<file path="config.mk">
export PLATFORM = sky130hd
export DESIGN_NAME = sensor_fault_monitor
export DESIGN_NICKNAME = d
export VERILOG_FILES = /design/src/rtl/sfm_pkg.sv /design/src/rtl/sfm_dev_cmp.sv /design/src/rtl/sfm_run_counter.sv /design/src/rtl/sfm_mode_ctrl.sv /design/src/rtl/sensor_fault_monitor.sv
export SDC_FILE = /design/constraint.sdc
export NUM_CORES = 1
export LEC_CHECK = 0
export ABC_AREA = 1
export BUFFER_PORTS_ARGS = -buffer_cell sky130_fd_sc_hd__buf_2
export CAP_MARGIN = 20
export CORE_AREA = 2 2 104 76
export CTS_CLUSTER_SIZE = 16
export DETAILED_ROUTE_END_ITERATION = 7
export DIE_AREA = 0 0 106 78
export HOLD_SLACK_MARGIN = 0.02
export PLACE_DENSITY = 0.83
export SLEW_MARGIN = 20
export SYNTH_ARGS = -nofsm -noshare
export SYNTH_HDL_FRONTEND = slang
export SYNTH_HIERARCHICAL = 1
export SYNTH_SLANG_ARGS = --single-unit
</file>
<file path="constraint.sdc">
create_clock -name clk -period 4.6 [get_ports clk]
set_input_delay 0.92 -clock clk [delete_from_list [all_inputs] [get_ports clk]]
set_output_delay 0.92 -clock clk [all_outputs]
set_load 0.02 [all_outputs]
</file>
<file path="src/rtl/sfm_pkg.sv">
// Package: shared mode encoding for the sensor fault monitor.
// Assumes: one-bit mode, detection encoded as 0.
package sfm_pkg;
    typedef enum logic {
        MODE_DETECT  = 1'b0,
        MODE_REPLACE = 1'b1
    } sfm_mode_e;
endpackage

</file>
<file path="src/rtl/sfm_dev_cmp.sv">
// Module: sfm_dev_cmp
// Computes whether the exact magnitude of (a - b) exceeds a limit.
// Assumes: a and b are two's-complement signed, limit unsigned; purely combinational.
module sfm_dev_cmp #(
    parameter int DATA_W = 16
) (
    input  logic [DATA_W-1:0] a_val,
    input  logic [DATA_W-1:0] b_val,
    input  logic [DATA_W-1:0] limit,
    output logic              over
);
    localparam int EXT_W = DATA_W + 1;

    logic signed [EXT_W-1:0] diff;
    logic        [EXT_W-1:0] mag;

    // Sign-extend both operands so the difference cannot wrap, then compare magnitude.
    always_comb begin
        diff = $signed({a_val[DATA_W-1], a_val}) - $signed({b_val[DATA_W-1], b_val});
        mag  = diff[EXT_W-1] ? EXT_W'(-diff) : EXT_W'(diff);
        over = mag > {1'b0, limit};
    end

    // Equal inputs never count as a deviation.
    always_comb begin
        if (a_val == b_val) begin
            assert_equal_no_err_R1: assert (!over);
        end
    end
endmodule

</file>
<file path="src/rtl/sfm_run_counter.sv">
// Module: sfm_run_counter
// Counts consecutive qualifying steps and reports the step that completes a run.
// Assumes: limit 0 behaves as 1; clr has priority over counting.
module sfm_run_counter #(
    parameter int CNT_W = 4
) (
    input  logic             clk,
    input  logic             rst_n,
    input  logic             step,
    input  logic             cond,
    input  logic             clr,
    input  logic [CNT_W-1:0] limit,
    output logic             hit
);
    logic [CNT_W-1:0] cnt_q;
    logic [CNT_W-1:0] lim_eff;
    logic [CNT_W:0]   nxt;

    // Effective limit and completion detect.
    always_comb begin
        lim_eff = (limit == '0) ? CNT_W'(1) : limit;
        nxt     = {1'b0, cnt_q} + (CNT_W + 1)'(1);
        hit     = step && cond && (nxt >= {1'b0, lim_eff});
    end

    // Run length register: restart on clear, miss or completion.
    always_ff @(posedge clk) begin
        if (!rst_n) begin
            cnt_q <= '0;
        end else if (clr) begin
            cnt_q <= '0;
        end else if (step) begin
            if (cond && !hit) cnt_q <= cnt_q + CNT_W'(1);
            else              cnt_q <= '0;
        end
    end

    assert_run_restart_R3: assert property (@(posedge clk) disable iff (!rst_n)
        (step && (!cond || hit)) |=> (cnt_q == '0));
endmodule

</file>
<file path="src/rtl/sfm_mode_ctrl.sv">
// Module: sfm_mode_ctrl
// Holds the operating mode, issues the reconfiguration pulse and the busy window.
// Assumes: hit is only raised on accepted samples; reconf_done ends the busy window.
module sfm_mode_ctrl
    import sfm_pkg::*;
(
    input  logic      clk,
    input  logic      rst_n,
    input  logic      hit,
    input  logic      force_sw,
    input  logic      reconf_done,
    output sfm_mode_e mode,
    output logic      reconf_req,
    output logic      busy,
    output logic      go
);
    sfm_mode_e mode_q;
    logic      req_q;
    logic      busy_q;

    // A change happens on a completed run or a force from detection mode.
    always_comb begin
        go = !busy_q && (hit || (force_sw && mode_q == MODE_DETECT));
    end

    // Mode, request pulse and wait-for-done state.
    always_ff @(posedge clk) begin
        if (!rst_n) begin
            mode_q <= MODE_DETECT;
            req_q  <= 1'b0;
            busy_q <= 1'b0;
        end else if (go) begin
            mode_q <= (mode_q == MODE_DETECT) ? MODE_REPLACE : MODE_DETECT;
            req_q  <= 1'b1;
            busy_q <= 1'b1;
        end else begin
            req_q <= 1'b0;
            if (busy_q && reconf_done) busy_q <= 1'b0;
        end
    end

    assign mode       = mode_q;
    assign reconf_req = req_q;
    assign busy       = busy_q;

    assert_req_one_cycle_R8: assert property (@(posedge clk) disable iff (!rst_n)
        reconf_req |=> !reconf_req);
    assert_change_requests_R8: assert property (@(posedge clk) disable iff (!rst_n)
        (mode_q != $past(mode_q)) |-> reconf_req);
    assert_req_only_on_change_R8: assert property (@(posedge clk) disable iff (!rst_n)
        reconf_req |-> (mode_q != $past(mode_q)));
endmodule

</file>
<file path="src/rtl/sensor_fault_monitor.sv">
// Module: sensor_fault_monitor (top)
// Compares measured against predicted sensor values, confirms faults over a run
// of samples, switches between detection and replacement modes, and selects the
// downstream and feedback values.
// Assumes: synchronous active-low reset; samples accepted only on smp_valid
// outside the reconfiguration wait window.
module sensor_fault_monitor
    import sfm_pkg::*;
#(
    parameter int DATA_W = 16,
    parameter int CNT_W  = 4
) (
    input  logic              clk,
    input  logic              rst_n,
    input  logic              smp_valid,
    input  logic [DATA_W-1:0] meas_val,
    input  logic [DATA_W-1:0] pred_val,
    input  logic [DATA_W-1:0] thresh,
    input  logic [CNT_W-1:0]  persist_n,
    input  logic              force_sw,
    input  logic              reconf_done,
    output logic              err_flag,
    output logic              fault_mode,
    output logic              reconf_req,
    output logic [DATA_W-1:0] corr_val,
    output logic [DATA_W-1:0] fb_val
);
    sfm_mode_e         mode;
    logic              busy;
    logic              go;
    logic              dev;
    logic              accept;
    logic              run_cond;
    logic              hit;
    logic              err_q;
    logic [DATA_W-1:0] fb_q;

    sfm_dev_cmp #(.DATA_W(DATA_W)) u_cmp (
        .a_val (meas_val),
        .b_val (pred_val),
        .limit (thresh),
        .over  (dev)
    );

    // Sample qualification and the condition that extends the current run.
    always_comb begin
        accept   = smp_valid && !busy;
        run_cond = (mode == MODE_REPLACE) ? !dev : dev;
    end

    sfm_run_counter #(.CNT_W(CNT_W)) u_run (
        .clk   (clk),
        .rst_n (rst_n),
        .step  (accept),
        .cond  (run_cond),
        .clr   (go),
        .limit (persist_n),
        .hit   (hit)
    );

    sfm_mode_ctrl u_mode (
        .clk         (clk),
        .rst_n       (rst_n),
        .hit         (hit),
        .force_sw    (force_sw),
        .reconf_done (reconf_done),
        .mode        (mode),
        .reconf_req  (reconf_req),
        .busy        (busy),
        .go          (go)
    );

    // Error flag and predictor feedback register, updated on accepted samples.
    always_ff @(posedge clk) begin
        if (!rst_n) begin
            err_q <= 1'b0;
            fb_q  <= '0;
        end else if (accept) begin
            err_q <= dev;
            fb_q  <= (mode == MODE_REPLACE) ? pred_val : meas_val;
        end
    end

    // Downstream value: sensor in detection mode, prediction in replacement mode.
    always_comb begin
        corr_val = (mode == MODE_REPLACE) ? pred_val : meas_val;
    end

    assign err_flag   = err_q;
    assign fb_val     = fb_q;
    assign fault_mode = (mode == MODE_REPLACE);

    assert_idle_holds_err_R10: assert property (@(posedge clk) disable iff (!rst_n)
        !smp_valid |=> $stable(err_flag));
    assert_busy_holds_fb_R9: assert property (@(posedge clk) disable iff (!rst_n)
        busy |=> $stable(fb_val));
    assert_fb_from_sensor_R5: assert property (@(posedge clk) disable iff (!rst_n)
        (accept && !fault_mode) |=> (fb_val == $past(meas_val)));
endmodule

</file>
======== Yosys cells after proc, flatten, opt, wreduce, memory -nomap -nowiden ========
Cells that the tools add are included.
W data, S select, Z words.
storage, ports and cells
  logic and storage cells ................. 37
  register bits ........................... 24
  bits of input ports ..................... 57
  output and inout bits ................... 35
cells by class
  reductions and logical operators ........ 14
  muxes and demuxes ....................... 9
  order comparisons ....................... 2
  bitwise operators ....................... 2
  add/subtract/negate cells ............... 4
operator list
  operator               number
  $gt A17 B16 Y1         1
  $mux W17               1
  $neg A17 Y17           1
  $sub A16 B16 Y17       1
  $mux W16               1
  $mux W4                2
  $logic_and A1 B1 Y1    7
  $add A4 B1 Y5 const B  1
  $ge A5 B4 Y1           1
  $mux W1                5
  $add A4 B1 Y4 const B  1
  $logic_not A4 Y1       1
  $logic_not A1 Y1       3
  $not A1 Y1             2
  $reduce_bool A2 Y1     1
  $reduce_or A2 Y1       1
  $logic_or A1 B1 Y1     1

======== Depth between registers and ports, before layout ========
Gate-level depths: netlist of run 1.
  word-level depth ........................ 11
  gate-level depth with buffers ........... 40
  mapped depth without buffers ............ 39

======== By module ========
Netlist of run 1, hierarchy kept.
by module, submodules not included
  module                sequential area each (um^2)  times used  area each (um^2)  cells an instance
  sfm_dev_cmp           0.0                          1           2054.5            399
  sensor_fault_monitor  340.3                        1           977.2             164
  sfm_run_counter       80.1                         1           334.1             50
  sfm_mode_ctrl         60.1                         1           126.4             18

======== Least setup slack after synthesis of run 1 ========
Ideal clock, no wire load.
  kind .................................... input to register
  from .................................... input meas_val[0]
  to ...................................... register u_run.cnt_q[0]
  cell stages on the path ................. 38
  data required time ...................... 4.530 ns
  path slack .............................. 0.169 ns
  setup time .............................. 0.070 ns
  buffers on the path ..................... 0
  arrival time ............................ 4.361 ns
  cells stage by stage .................... inv_1 -> ha_1 -> fa_1 -> inv_1 -> nand3_1 -> nand2_2 -> nand2_2 -> nand2_2 -> nand3_2 -> nand3_1 -> nand2_4 -> a21oi_1 -> xor2_1 -> inv_1 -> ha_1 -> nand2_1 -> nor2_1 -> and2_1 -> [2 not listed] -> nand2_1 -> nand2_1 -> nand2_1 -> nand2_1 -> nand2_1 -> nand2_1 -> nand2_1 -> nand2_1 -> xor2_1 -> nand2_1 -> a21oi_1 -> inv_1 -> nand2_2 -> nand2_1 -> inv_1 -> nor2_1 -> o21ai_0 -> a21oi_1
between the ends
  longest elaborated chain between the ends .. 11
  elaborated cells on any way between the ends .. 14
  classes of those cells .................. add/sub: 2; order compare: 1; mux: 3; reduce/logical: 8
RTL lines
  element                                line                        source
  from (decl)                            sensor_fault_monitor.sv:16  input logic [DATA_W-1:0] meas_val,
  $sub A16 B16 Y17 (*)                   sfm_dev_cmp.sv:19           diff = $signed({a_val[DATA_W-1], a_val}) - $signed({b_val[DATA_W-1], b_val});
  $neg A17 Y17                           sfm_dev_cmp.sv:20           mag = diff[EXT_W-1] ? EXT_W'(-diff) : EXT_W'(diff);
  $mux W17 (*)                           sfm_dev_cmp.sv:20
  $gt A17 B16 Y1 (*)                     sfm_dev_cmp.sv:21           over = mag > {1'b0, limit};
  named net dev                          sensor_fault_monitor.sv:31  logic dev;
  $logic_not A1 Y1                       sensor_fault_monitor.sv:48  run_cond = (mode == MODE_REPLACE) ? !dev : dev;
  $mux W1 (*)                            sensor_fault_monitor.sv:48
  named net run_cond                     sensor_fault_monitor.sv:33  logic run_cond;
  $logic_and A1 B1 Y1 (*) (2 in a row)   sfm_run_counter.sv:23       hit = step && cond && (nxt >= {1'b0, lim_eff});
  named net hit                          sensor_fault_monitor.sv:34  logic hit;
  $logic_or A1 B1 Y1 (*)                 sfm_mode_ctrl.sv:23         go = !busy_q && (hit || (force_sw && mode_q == MODE_DETECT));
  $logic_and A1 B1 Y1 (*)                sfm_mode_ctrl.sv:23
  named net go                           sensor_fault_monitor.sv:30  logic go;
  $reduce_or A2 Y1 (no source line) (*)  --
  to (signal assigned)                   sfm_run_counter.sv:33       if (cond && !hit) cnt_q <= cnt_q + CNT_W'(1);
  to (decl)                              sfm_run_counter.sv:15       logic [CNT_W-1:0] cnt_q;
Mark *: on every way through the listed nets, which the timed path passes. The rest lies on a longest branch.
A chain may end at the register's enable or synchronous reset.

======== Worst setup path after layout of run 1 ========
  from .................................... input meas_val[0]
  to ...................................... register u_run.cnt_q[2]
Same word-level chain as after synthesis.

==> metrics.md, run 1 <==
| Metric | Value |
|---|---|
| Largest net degree at the start of global routing | `33` |
| Maxcap violations | `0` |
| Final WL | `9782 um` |
| Cell count of the worst reg-to-reg path | `16` |
| Tmin final | `4457 ps` |
| First-pass DRT Iterations | `5` |
| Area growth syn-to-layout | `32.35%` |
| WL/cell | `11.33 um` |
| Dominant cell type by area after synthesis | `nand2_1` |
| First-pass GRT wire length | `16310 um` |
| Setup Skew | `4.931 ps` |
| FMAX | `0.2244 GHz` |
| DR vias/cell | `4.823` |
| Pleak | `0.002800 uW` |
| Multi-input logic area | `0.002608 sq mm` |
| Final nets | `863` |
| Num CTS Buffers | `3` |
| Storage cell area | `480.5 sq um` |
| Total global-route track usage | `0.2322` |
| Placed cells | `850` |
| Sequential area share after synthesis | `0.1376` |
| Worst R2R Start | `u_run/cnt_q[0]$_SDFFE_PP0P_` |
| Setup violators final | `0` |
| # DRC | `0` |
| Most used cell, CP | `nand2_1` |
| Non-Filler Instances | `863` |
| Worst skew pair latency | `270 ps` |
| Max Fanout on Critical Path | `4` |
| RD Place Congestion | `0.9091` |
| CTS Buffer Depth | `2` |
| Cell Area, Synth | `0.003492 sq mm` |
| Synth unique cells | `31` |
| Number of global-route vias before repair | `3869` |
| Final instance area | `0.004622 sq mm` |
| RSZ-0062 raised after global routing | `yes` |
| Cell row count | `26` |
| Cells after Synth | `631` |
| Worst Setup EP | `u_run/cnt_q[2]$_SDFFE_PP0P_` |
| Yosys warns | `6` |
| RR Endpoint | `u_run/cnt_q[2]$_SDFFE_PP0P_` |
| Rel. slew slack | `0.3455` |
| Synth area leaders | `nand2_1 23%, dfxtp_1 14%, inv_1 14%` |
| Antenna cells | `0` |
| Slowest CP cell | `fa_2` |
| Hold crit path type | `flop to flop` |
| Outcome | `finished, final reports clean` |
| Cell with the most instances after synthesis | `nand2_1` |
| Worst-Margin Slew | `980.4 ps` |
| DP HPWL | `7932 um` |
| Slew Limit Fails | `0` |
| Fill count | `656` |
| Average size of a mapped cell | `5.534 sq um` |
| Worst Setup SP | `meas_val[0]` |
| EDFF count, synth | `0` |
| Max stage delay on crit path | `590 ps` |
| Top-Level Pins | `92` |
| Worst Path Required | `4810 ps` |
| Root buffer cell | `clkbuf_8` |
| Max VDD drop | `0.1514 mV` |
| DRT iter0 DRCs | `286` |
| Placed Area | `0.004283 sq mm` |
| Core region area | `0.007189 sq mm` |
| CTS sink count | `24` |
| Total grt overflow | `0` |
| Power per standard cell area | `249.8 mW/mm^2` |
| Critical path arrival | `4670 ps` |
| Mapped Nets | `727` |
| CP endpoint kind | `flop` |
| Fraction of layout cells with a size suffix above 1 | `0.2915` |
| Asr flop ratio synth | `0` |
| CP startpoint kind | `input pin` |
| Antenna viol nets, final | `0` |
| DIE HEIGHT | `78 um` |
| Yosys reg bits | `24` |
| Die area | `0.008268 sq mm` |
| Clock-pin slew on the worst setup and hold paths | `80 ps` |
| IO Port Bufs | `91` |
| Initial antenna violation count | `0` |
| Top post-synthesis cells by count | `218 x nand2_1, 128 x inv_1, 75 x nor2_1` |
| Die width | `106 um` |
| Crit share post-route | `0.9689` |
| H-tree Lvls | `1` |
| Fin util | `0.6429` |
| Setup TNS | `0 ps` |
| Synth top area share | `0.2343` |
| Top FF cell, synth | `dfxtp_1` |
| Starting density of the core | `0.4857` |
| Tot Pwr | `1154 uW` |
| CTS tree | `built` |
| R2R Setup Slk | `2380 ps` |
| CP Class | `input pin to flop` |
| Vias post-DR | `4162` |
| Hold Fails Final Rpt | `0` |
-- flip-flops by register name (all words and copies together) (netlist names) --
register / cells
u_run/cnt_q: 4
u_mode/busy: 1
fb_val: 16
u_mode/mode: 1
err_flag: 1
u_mode/reconf_req: 1
-- layer usage --
| metal | vias to the layer above | wire length (um) | share of wire | track usage |
|---|---|---|---|---|
| met5 | - | 0 | 0 | 0 |
| met4 | 0 | 40 | 0.0041 | 0.02763 |
| met3 | 8 | 563 | 0.058 | 0.03193 |
| met2 | 135 | 4666 | 0.48 | 0.4155 |
| met1 | 1841 | 4512 | 0.46 | 0.3057 |
| li1 | 2178 | - | - | - |
-- how the worst min path moves through the flow --
stage	start	end	slack [ps]	cells after the start
2_1_floorplan	u_run/cnt_q[3]$_SDFFE_PP0P_	u_run/cnt_q[3]$_SDFFE_PP0P_	460	2
3_3_place_gp	err_flag$_SDFFE_PN0P_	err_flag$_SDFFE_PN0P_	470	2
3_5_place_dp	u_run/cnt_q[3]$_SDFFE_PP0P_	u_run/cnt_q[3]$_SDFFE_PP0P_	480	2
4_1_cts	u_run/cnt_q[3]$_SDFFE_PP0P_	u_run/cnt_q[3]$_SDFFE_PP0P_	490	2
5_1_grt	u_mode/busy$_SDFFE_PN0P_	u_mode/busy$_SDFFE_PN0P_	550	2
6_report	u_mode/busy$_SDFFE_PN0P_	u_mode/busy$_SDFFE_PN0P_	500	2
-- per-stage QoR --
stage	setup slack, ps	hold slack, ps
3_5_place_dp	-435.6	480.9
6_report	143.0	504.0
4_1_cts	5.228	493.5
2_1_floorplan	169.0	456.2
3_3_place_gp	-224.7	473.4
5_1_grt	-203.4	553.3
-- critical path, delay by kind of cell --
family          cells  cell delay, ps
compound gates      2             140
buf+inv             6             320
simple gates       21            1770
fa+ha+maj           4            1180
xor+xnor            2             320
-- cell type report --
cell class	count	share of cell area
clock buffers	3	0.008933
flip-flops and latches	24	0.1040
inverters	131	0.1096
multi-input cells	466	0.5642
repair buffers	141	0.1868
well taps	98	0.02653
-- timing repair --
item	4_1_cts	5_1_grt
gates resized for setup	14	47
pin swaps	8	29
buffers inserted	2	8
setup endpoints to repair	7	7
hold buffers	0	0
-- cell usage in the layout (no fill, tap or decap), types with 2 or more instances in the layout --
| master | synthesis | layout |
|---|---|---|
| ha_1 | 38 | 33 |
| buf_4 | 0 | 49 |
| clkbuf_8 | 0 | 3 |
| nor2_4 | 0 | 6 |
| nand4_1 | 9 | 9 |
| xnor2_1 | 2 | 2 |
| nor3_1 | 3 | 2 |
| nor2_1 | 75 | 68 |
| buf_2 | 2 | 89 |
| ha_4 | 0 | 4 |
| a21oi_1 | 23 | 16 |
| inv_1 | 128 | 123 |
| buf_8 | 0 | 2 |
| nand2_2 | 19 | 30 |
| nand2_1 | 218 | 207 |
| nor2_2 | 4 | 5 |
| nand3_2 | 4 | 9 |
| nand3_1 | 42 | 37 |
| o21bai_1 | 2 | 2 |
| o21ai_0 | 6 | 5 |
| inv_2 | 1 | 5 |
| dfxtp_1 | 24 | 24 |
| xor2_1 | 10 | 10 |
| a21oi_2 | 1 | 8 |
-- cells by family after synthesis --
group,share of synthesized area
buffers and inverters,0.1723
XOR/XNOR,0.03010
flip-flops,0.1376
adder cells (fa/ha/maj),0.1419
AO/OA/AOI/OAI,0.06091
AND/OR/NAND/NOR,0.4572
-- power by group --
group | total (uW) | switching [uW] | internal, uW
sequential | 252 | 22.3 | 230
combinational | 777 | 462 | 315
clock | 126 | 67.2 | 58.7
total | 1150 | 551 | 603
Power figures use the tool's default switching activity.
==> inputs of run 2 (changes only) <==
CORE_AREA = 2 2 88 90   (was 2 2 104 76)
DIE_AREA = 0 0 90 92   (was 0 0 106 78)
PLACE_DENSITY = 0.82   (was 0.83)
==> metrics.md, run 2 (synthesized netlist as in run 1, its figures left out) <==
| Metric | Value |
|---|---|
| Worst Setup EP | `u_run/cnt_q[0]$_SDFFE_PP0P_ (was u_run/cnt_q[2]$_SDFFE_PP0P_)` |
| Worst skew pair latency | `260 ps (was 270 ps)` |
| Slowest CP cell | `fa_2 (unchanged)` |
| Commonest non-fill, non-tap cells in the layout | `211 x nand2_1, 123 x inv_1, 89 x buf_2 (was 207 x nand2_1, 123 x inv_1, 89 x buf_2)` |
| DR vias/cell | `4.732 (was 4.823)` |
| Setup Skew | `6.611 ps (was 4.931 ps)` |
| Cell count of the worst reg-to-reg path | `16 (unchanged)` |
| Fraction of layout cells with a size suffix above 1 | `0.2842 (was 0.2915)` |
| Worst Path Required | `4800 ps (was 4810 ps)` |
| CTS Buffer Depth | `2 (unchanged)` |
| Max reg flops | `16 (unchanged)` |
| Tmin final | `4491 ps (was 4457 ps)` |
| Largest net degree at the start of global routing | `33 (unchanged)` |
| Num CTS Buffers | `3 (unchanged)` |
| Comb pwr share | `0.633 (was 0.673)` |
| Antenna viol nets, final | `0 (unchanged)` |
| Worst Setup SP | `meas_val[0] (unchanged)` |
| First-pass DRT Iterations | `6 (was 5)` |
| DP HPWL | `7127 um (was 7932 um)` |
| H-tree Lvls | `1 (unchanged)` |
| Seq pwr share | `0.213 (was 0.218)` |
| Antenna cells | `0 (unchanged)` |
| R2R Setup Slk | `2540 ps (was 2380 ps)` |
| Non-Filler Instances | `862 (was 863)` |
| Worst hold stages | `2 (unchanged)` |
| Clock-pin slew on the worst setup and hold paths | `90 ps (was 80 ps)` |
| Internal power | `644.1 uW (was 603.1 uW)` |
| CP bufs+invs | `6 (unchanged)` |
| Core region area | `0.007447 sq mm (was 0.007189 sq mm)` |
| FMAX | `0.2227 GHz (was 0.2244 GHz)` |
| Final WL | `9048 um (was 9782 um)` |
| Outcome | `finished, final reports clean (unchanged)` |
| Top-Level Pins | `92 (unchanged)` |
| Slew Limit Fails | `0 (unchanged)` |
| Critical path arrival | `4690 ps (was 4670 ps)` |
| Pleak | `0.002774 uW (was 0.002800 uW)` |
| Cts hold-fix bufs | `0 (unchanged)` |
| Die area | `0.008280 sq mm (was 0.008268 sq mm)` |
| Crit share post-route | `0.9762 (was 0.9689)` |
| Setup violators final | `0 (unchanged)` |
| Placed Area | `0.004223 sq mm (was 0.004283 sq mm)` |
| Sw Ratio | `0.4521 (was 0.4775)` |
| Sw power | `531.4 uW (was 551.3 uW)` |
| # DRC | `0 (unchanged)` |
| WL/cell | `10.50 um (was 11.33 um)` |
| CP startpoint kind | `input pin (unchanged)` |
| Maxcap violations | `0 (unchanged)` |
| Starting density of the core | `0.4689 (was 0.4857)` |
| RR Endpoint | `u_run/cnt_q[0]$_SDFFE_PP0P_ (was u_run/cnt_q[2]$_SDFFE_PP0P_)` |
| Die width | `90 um (was 106 um)` |
| First-pass GRT wire length | `14990 um (was 16310 um)` |
| IO Port Bufs | `91 (unchanged)` |
| Initial antenna violation count | `0 (unchanged)` |
| RSZ-0062 raised after global routing | `yes (unchanged)` |
| DIE HEIGHT | `92 um (was 78 um)` |
| CP delay by family, top | `simple AND/OR/NAND/NOR gates (unchanged)` |
| CTS sink count | `24 (unchanged)` |
| Fin util | `0.6151 (was 0.6429)` |
| Power per standard cell area | `256.6 mW/mm^2 (was 249.8 mW/mm^2)` |
| Worst-Margin Slew | `935.2 ps (was 980.4 ps)` |
| Most common cell after layout, fill and taps aside | `nand2_1 (unchanged)` |
| WP depth | `36 (was 35)` |
| DRT iter0 DRCs | `183 (was 286)` |
| Max stage delay on crit path | `570 ps (was 590 ps)` |
| Rel. slew slack | `0.3751 (was 0.3455)` |
| Number of global-route vias before repair | `3708 (was 3869)` |
| Hold WS | `491.8 ps (was 504.0 ps)` |
| Placed cells | `847 (was 850)` |
| CP Class | `input pin to flop (unchanged)` |
| Area growth syn-to-layout | `31.17% (was 32.35%)` |
| Vias post-DR | `4079 (was 4162)` |
| CTS tree | `built (unchanged)` |
| Clock power frac | `0.154 (was 0.109)` |
| Hold Fails Final Rpt | `0 (unchanged)` |
| Total global-route track usage | `0.2073 (was 0.2322)` |
| Worst R2R Start | `u_run/cnt_q[0]$_SDFFE_PP0P_ (unchanged)` |
| Cell row count | `32 (was 26)` |
| Total grt overflow | `0 (unchanged)` |
| Final nets | `857 (was 863)` |
| Root buffer cell | `clkbuf_8 (unchanged)` |
| Final instance area | `0.004581 sq mm (was 0.004622 sq mm)` |
| RD Place Congestion | `0.8849 (was 0.9091)` |
| Max Fanout on Critical Path | `3 (was 4)` |
| CP endpoint kind | `flop (unchanged)` |
| Hold crit path type | `flop to flop (unchanged)` |
| Fill count | `710 (was 656)` |
| Max VDD drop | `0.1071 mV (was 0.1514 mV)` |
| Most used cell, CP | `nand2_1 (unchanged)` |
-- run 2: changes by cell type in the layout (fill, tap and decap cells not counted), sizes merged --
| cell | previous run | this run |
|---|---|---|
| buf | 141 | 135 |
| bufinv | 0 | 1 |
-- run 2: layout make-up --
class	count	area (sq um)	area share
clock inverter	1	30.03	0.006556
sequential	24	480.5	0.1049
timing repair buffer	135	809.5	0.1767
multi-input combinational	466	2585	0.5643
tap	102	127.6	0.02786
clock buffer	3	41.29	0.009014
inverter	131	506.7	0.1106
-- run 2: worst min path at each step --
| stage | from | endpoint | slack [ps] |
|---|---|---|---|
| 2_1_floorplan | u_run/cnt_q[3]$_SDFFE_PP0P_ | u_run/cnt_q[3]$_SDFFE_PP0P_ | 460 |
| 3_3_place_gp | err_flag$_SDFFE_PN0P_ | err_flag$_SDFFE_PN0P_ | 460 |
| 3_5_place_dp | err_flag$_SDFFE_PN0P_ | err_flag$_SDFFE_PN0P_ | 480 |
| 4_1_cts | err_flag$_SDFFE_PN0P_ | err_flag$_SDFFE_PN0P_ | 500 |
| 5_1_grt | fb_val[9]$_SDFFE_PN0P_ | fb_val[9]$_SDFFE_PN0P_ | 540 |
| 6_report | err_flag$_SDFFE_PN0P_ | err_flag$_SDFFE_PN0P_ | 490 |
-- run 2: routing by layer --
layer	up-vias	global-route usage	routed length, um
met5	-	0	0
met1	1770	0.2737	4252
met4	0	0.04487	99
met3	12	0.01561	423
met2	130	0.3703	4272
li1	2167	-	-
-- run 2: worst min-delay path: stages, from the launching register on --
cell     delay (ps)
dfxtp_1         330
nor2_1           50
nor2_1           80
-- run 2: power by group through the flow --
stage	combinational (uW)	sequential, uW	clock [uW]
finish	744	250	182
global route	837	254	194
CTS	689	250	187
detailed placement	667	255	0
global placement	649	254	0
floorplan	466	270	0
-- run 2: what timing repair did --
action                                  4_1_cts  5_1_grt
pin swaps                                     9       31
endpoints found under the setup margin        4        7
setup buffers                                 7        5
resized for setup                             8       51
cloned                                        0        0
-- run 2: through the flow --
stage               power (uW)  worst slack (ps)  setup TNS (ps)
finish                    1175             109.4               0
global route              1286            -208.7           -1236
CTS                       1126             15.55               0
detailed placement       922.1            -343.5           -1820
global placement         902.4            -227.2           -1220
floorplan                736.3             169.0               0
==> inputs of run 3 (changes only) <==
ABC_AREA = 0   (was 1)
CORE_AREA = 2 2 83 85   (was 2 2 88 90)
DIE_AREA = 0 0 85 87   (was 0 0 90 92)
PLACE_DENSITY = 0.83   (was 0.82)
==> metrics.md, run 3 <==
| Metric | Value |
|---|---|
| CP Class | `input pin to flop (unchanged)` |
| CP startpoint kind | `input pin (unchanged)` |
| Clock-pin slew on the worst setup and hold paths | `90 ps (about the same)` |
| Num CTS Buffers | `3 (unchanged)` |
| Fill count | `505 (was 710)` |
| WHS Endpoint | `err_flag$_SDFFE_PN0P_ (unchanged)` |
| DIE HEIGHT | `87 um (was 92 um)` |
| CP endpoint kind | `flop (unchanged)` |
| RD Place Congestion | `0.8859 (was 0.8849)` |
| Storage cell area | `480.5 sq um (unchanged)` |
| Yosys warns | `6 (unchanged)` |
| Worst skew pair latency | `270 ps (was 260 ps)` |
| Root buffer cell | `clkbuf_8 (unchanged)` |
| First-pass GRT wire length | `13690 um (was 14990 um)` |
| Hold crit path type | `flop to flop (unchanged)` |
| Cells after Synth | `383 (was 631)` |
| First-pass DRT Iterations | `4 (was 6)` |
| Tmin final | `4901 ps (was 4491 ps)` |
| Top-Level Pins | `92 (unchanged)` |
| Initial antenna violation count | `0 (unchanged)` |
| Asr flop ratio synth | `0 (unchanged)` |
| RR Endpoint | `u_run/cnt_q[2]$_SDFFE_PP0P_ (was u_run/cnt_q[0]$_SDFFE_PP0P_)` |
| Worst hold stages | `2 (unchanged)` |
| Cts hold-fix bufs | `0 (unchanged)` |
| Dominant cell type by area after synthesis | `dfxtp_1 (was nand2_1)` |
| Final WS setup | `-301.1 ps (was 109.4 ps)` |
| Max stage delay on crit path | `460 ps (was 570 ps)` |
| R2R Setup Slk | `2520 ps (was 2540 ps)` |
| Cell row count | `30 (was 32)` |
| Fraction of layout cells with a size suffix above 1 | `0.4512 (was 0.2842)` |
| GRT met1 Usage | `0.2690 (was 0.2737)` |
| Setup violators final | `7 (was 0)` |
| Max reg flops | `16 (unchanged)` |
| Total global-route track usage | `0.2205 (was 0.2073)` |
| Grt met3 use | `0.02938 (was 0.01561)` |
| Average size of a mapped cell | `7.958 sq um (was 5.534 sq um)` |
| Die width | `85 um (was 90 um)` |
| DP HPWL | `6733 um (was 7127 um)` |
| Failing checks | `negative setup slack` |
| Worst-Margin Slew | `1110 ps (was 935.2 ps)` |
| Cell Area, Synth | `0.003048 sq mm (was 0.003492 sq mm)` |
| CP delay by family, top | `compound AO/OA/AOI/OAI gates (was simple AND/OR/NAND/NOR gates)` |
| Number of global-route vias before repair | `3249 (was 3708)` |
| EDFF count, synth | `0 (unchanged)` |
| Commonest non-fill, non-tap cells in the layout | `89 x buf_2, 70 x buf_4, 43 x inv_1 (was 211 x nand2_1, 123 x inv_1, 89 x buf_2)` |
| Final nets | `640 (was 857)` |
| Antenna cells | `0 (unchanged)` |
| Tot Pwr | `1218 uW (was 1175 uW)` |
| # DRC | `0 (unchanged)` |
| Cell with the most instances after synthesis | `inv_1 (was nand2_1)` |
| Core region area | `0.006569 sq mm (was 0.007447 sq mm)` |
| Hold Fails Final Rpt | `0 (unchanged)` |
| Synth area leaders | `dfxtp_1 16%, ha_1 16%, inv_1 5.5% (was nand2_1 23%, dfxtp_1 14%, inv_1 14%)` |
| Yosys reg bits | `24 (unchanged)` |
| Pleak | `0.002258 uW (was 0.002774 uW)` |
| CTS sink count | `24 (unchanged)` |
| IO Port Bufs | `91 (unchanged)` |
| Synth unique cells | `70 (was 31)` |
| Slowest CP cell | `a2111oi_1 (was fa_2)` |
| Most crowded layer after global routing | `met2 (unchanged)` |
| Maxcap violations | `0 (unchanged)` |
| Non-Filler Instances | `623 (was 862)` |
| Final WL | `8771 um (was 9048 um)` |
| DRT iter0 DRCs | `171 (was 183)` |
| Cell count of the worst reg-to-reg path | `6 (was 16)` |
| Top post-synthesis cells by count | `45 x inv_1, 39 x nor2_1, 38 x ha_1 (was 218 x nand2_1, 128 x inv_1, 75 x nor2_1)` |
| Mapped Nets | `479 (was 727)` |
| RSZ-0062 raised after global routing | `yes (unchanged)` |
| Worst R2R Start | `u_mode/mode$_SDFFE_PN0P_ (was u_run/cnt_q[0]$_SDFFE_PP0P_)` |
| Vias post-DR | `3358 (was 4079)` |
| Crit share post-route | `1.065 (was 0.9762)` |
| Multi-input logic area | `0.002510 sq mm (was 0.002585 sq mm)` |
| WL/cell | `14.08 um (was 10.50 um)` |
| Sequential area share after synthesis | `0.1576 (was 0.1376)` |
| H-tree Lvls | `1 (unchanged)` |
| FMAX | `0.2040 GHz (was 0.2227 GHz)` |
| Die area | `0.007395 sq mm (was 0.008280 sq mm)` |
| Setup Skew | `6.230 ps (was 6.611 ps)` |
| Rel. slew slack | `0.2589 (was 0.3751)` |
| Top FF cell, synth | `dfxtp_1 (unchanged)` |
| Critical path arrival | `5100 ps (was 4690 ps)` |
| Synth top area share | `0.1576 (was 0.2343)` |
| Area growth syn-to-layout | `43.56% (was 31.17%)` |
| DR vias/cell | `5.390 (was 4.732)` |
| GR Layer Usage met2 | `0.4176 (was 0.3703)` |
| Placed cells | `606 (was 847)` |
| Starting density of the core | `0.4640 (was 0.4689)` |
| Most common cell after layout, fill and taps aside | `buf_2 (was nand2_1)` |
| Antenna viol nets, final | `0 (unchanged)` |
| CTS Buffer Depth | `2 (unchanged)` |
| Max Fanout on Critical Path | `5 (was 3)` |
| Max VDD drop | `0.1915 mV (was 0.1071 mV)` |
| CTS tree | `built (unchanged)` |
| Largest net degree at the start of global routing | `27 (was 33)` |
| CP bufs+invs | `5 (was 6)` |
| Outcome | `complete, but fails checks (was finished, final reports clean)` |
| Total grt overflow | `0 (unchanged)` |
| Worst Path Required | `4800 ps (about the same)` |
| HP Start | `err_flag$_SDFFE_PN0P_ (unchanged)` |
| Slew Limit Fails | `0 (unchanged)` |
| Power per standard cell area | `278.4 mW/mm^2 (was 256.6 mW/mm^2)` |
## run 3: how the worst max path moves through the flow
| stage | cells after the start | end | slack [ps] | start |
|---|---|---|---|---|
| after floorplan | 28 | u_run/cnt_q[2]$_SDFFE_PP0P_ | -210 | meas_val[0] |
| after global placement | 28 | u_run/cnt_q[2]$_SDFFE_PP0P_ | -430 | meas_val[0] |
| after detailed placement | 27 | u_mode/reconf_req$_SDFF_PN0_ | -630 | meas_val[0] |
| after CTS | 28 | u_run/cnt_q[2]$_SDFFE_PP0P_ | -230 | meas_val[0] |
| after global routing | 26 | u_run/cnt_q[2]$_SDFFE_PP0P_ | -520 | meas_val[0] |
| final | 25 | u_run/cnt_q[2]$_SDFFE_PP0P_ | -300 | meas_val[0] |
## run 3: kinds of logic after synthesis
| group | Yosys count | synth area share |
|---|---|---|
| mux | 16 | 0.07020 |
| xor+xnor | 25 | 0.07184 |
| buf+inv | 54 | 0.08087 |
| simple gates | 126 | 0.2196 |
| compound gates | 99 | 0.2373 |
| flops | 24 | 0.1576 |
| fa+ha+maj | 39 | 0.1626 |
## run 3: cell type report
cell class,count,share of cell area
well taps,80,0.02288
repair buffers,164,0.2356
inverters,46,0.04175
multi-input cells,305,0.5736
flip-flops and latches,24,0.1098
clock inverters,1,0.006863
clock buffers,3,0.009437
## run 3: through the flow
step / cell area [sq um] / utilization / TNS, ps / worst slack [ps] / hold WS [ps]
floorplan: 3127 / - / -1067 / -208.8 / 458.5
global placement: 4055 / 0.6173 / -2857 / -432.0 / 474.2
detailed placement: 4055 / 0.6173 / -4117 / -634.1 / 480.9
CTS: 4248 / 0.6467 / -1379 / -226.6 / 506.2
global route: 4375 / 0.6661 / -3522 / -521.4 / 523.4
finish: 4375 / 0.6661 / -1868 / -301.1 / 506.9
## run 3: what timing repair did
| action | in CTS | in global routing |
|---|---|---|
| resized for setup | 12 | 18 |
| setup endpoints to repair | 7 | 7 |
| pin swaps | 28 | 16 |
| hold endpoints to repair | 0 | 0 |
| setup buffers | 7 | 7 |
## run 3: power breakdown
group | internal, uW | switching (uW) | total, uW
logic | 383 | 400 | 783
registers | 228 | 20.0 | 248
clock network | 116 | 70.8 | 187
## run 3: worst register-to-register path: stages (launching register included)
cell	delay [ps]
dfxtp_1	1070
xor2_1	250
buf_4	150
nand2_1	70
a21oi_4	180
nand4b_1	130
a31oi_1	160
## run 3: per-layer routing
metal,share of wire,up-vias,wire length (um)
met5,0,-,0
met4,0.011,0,98
met3,0.055,10,484
met2,0.51,111,4505
met1,0.42,1565,3682
li1,-,1672,-
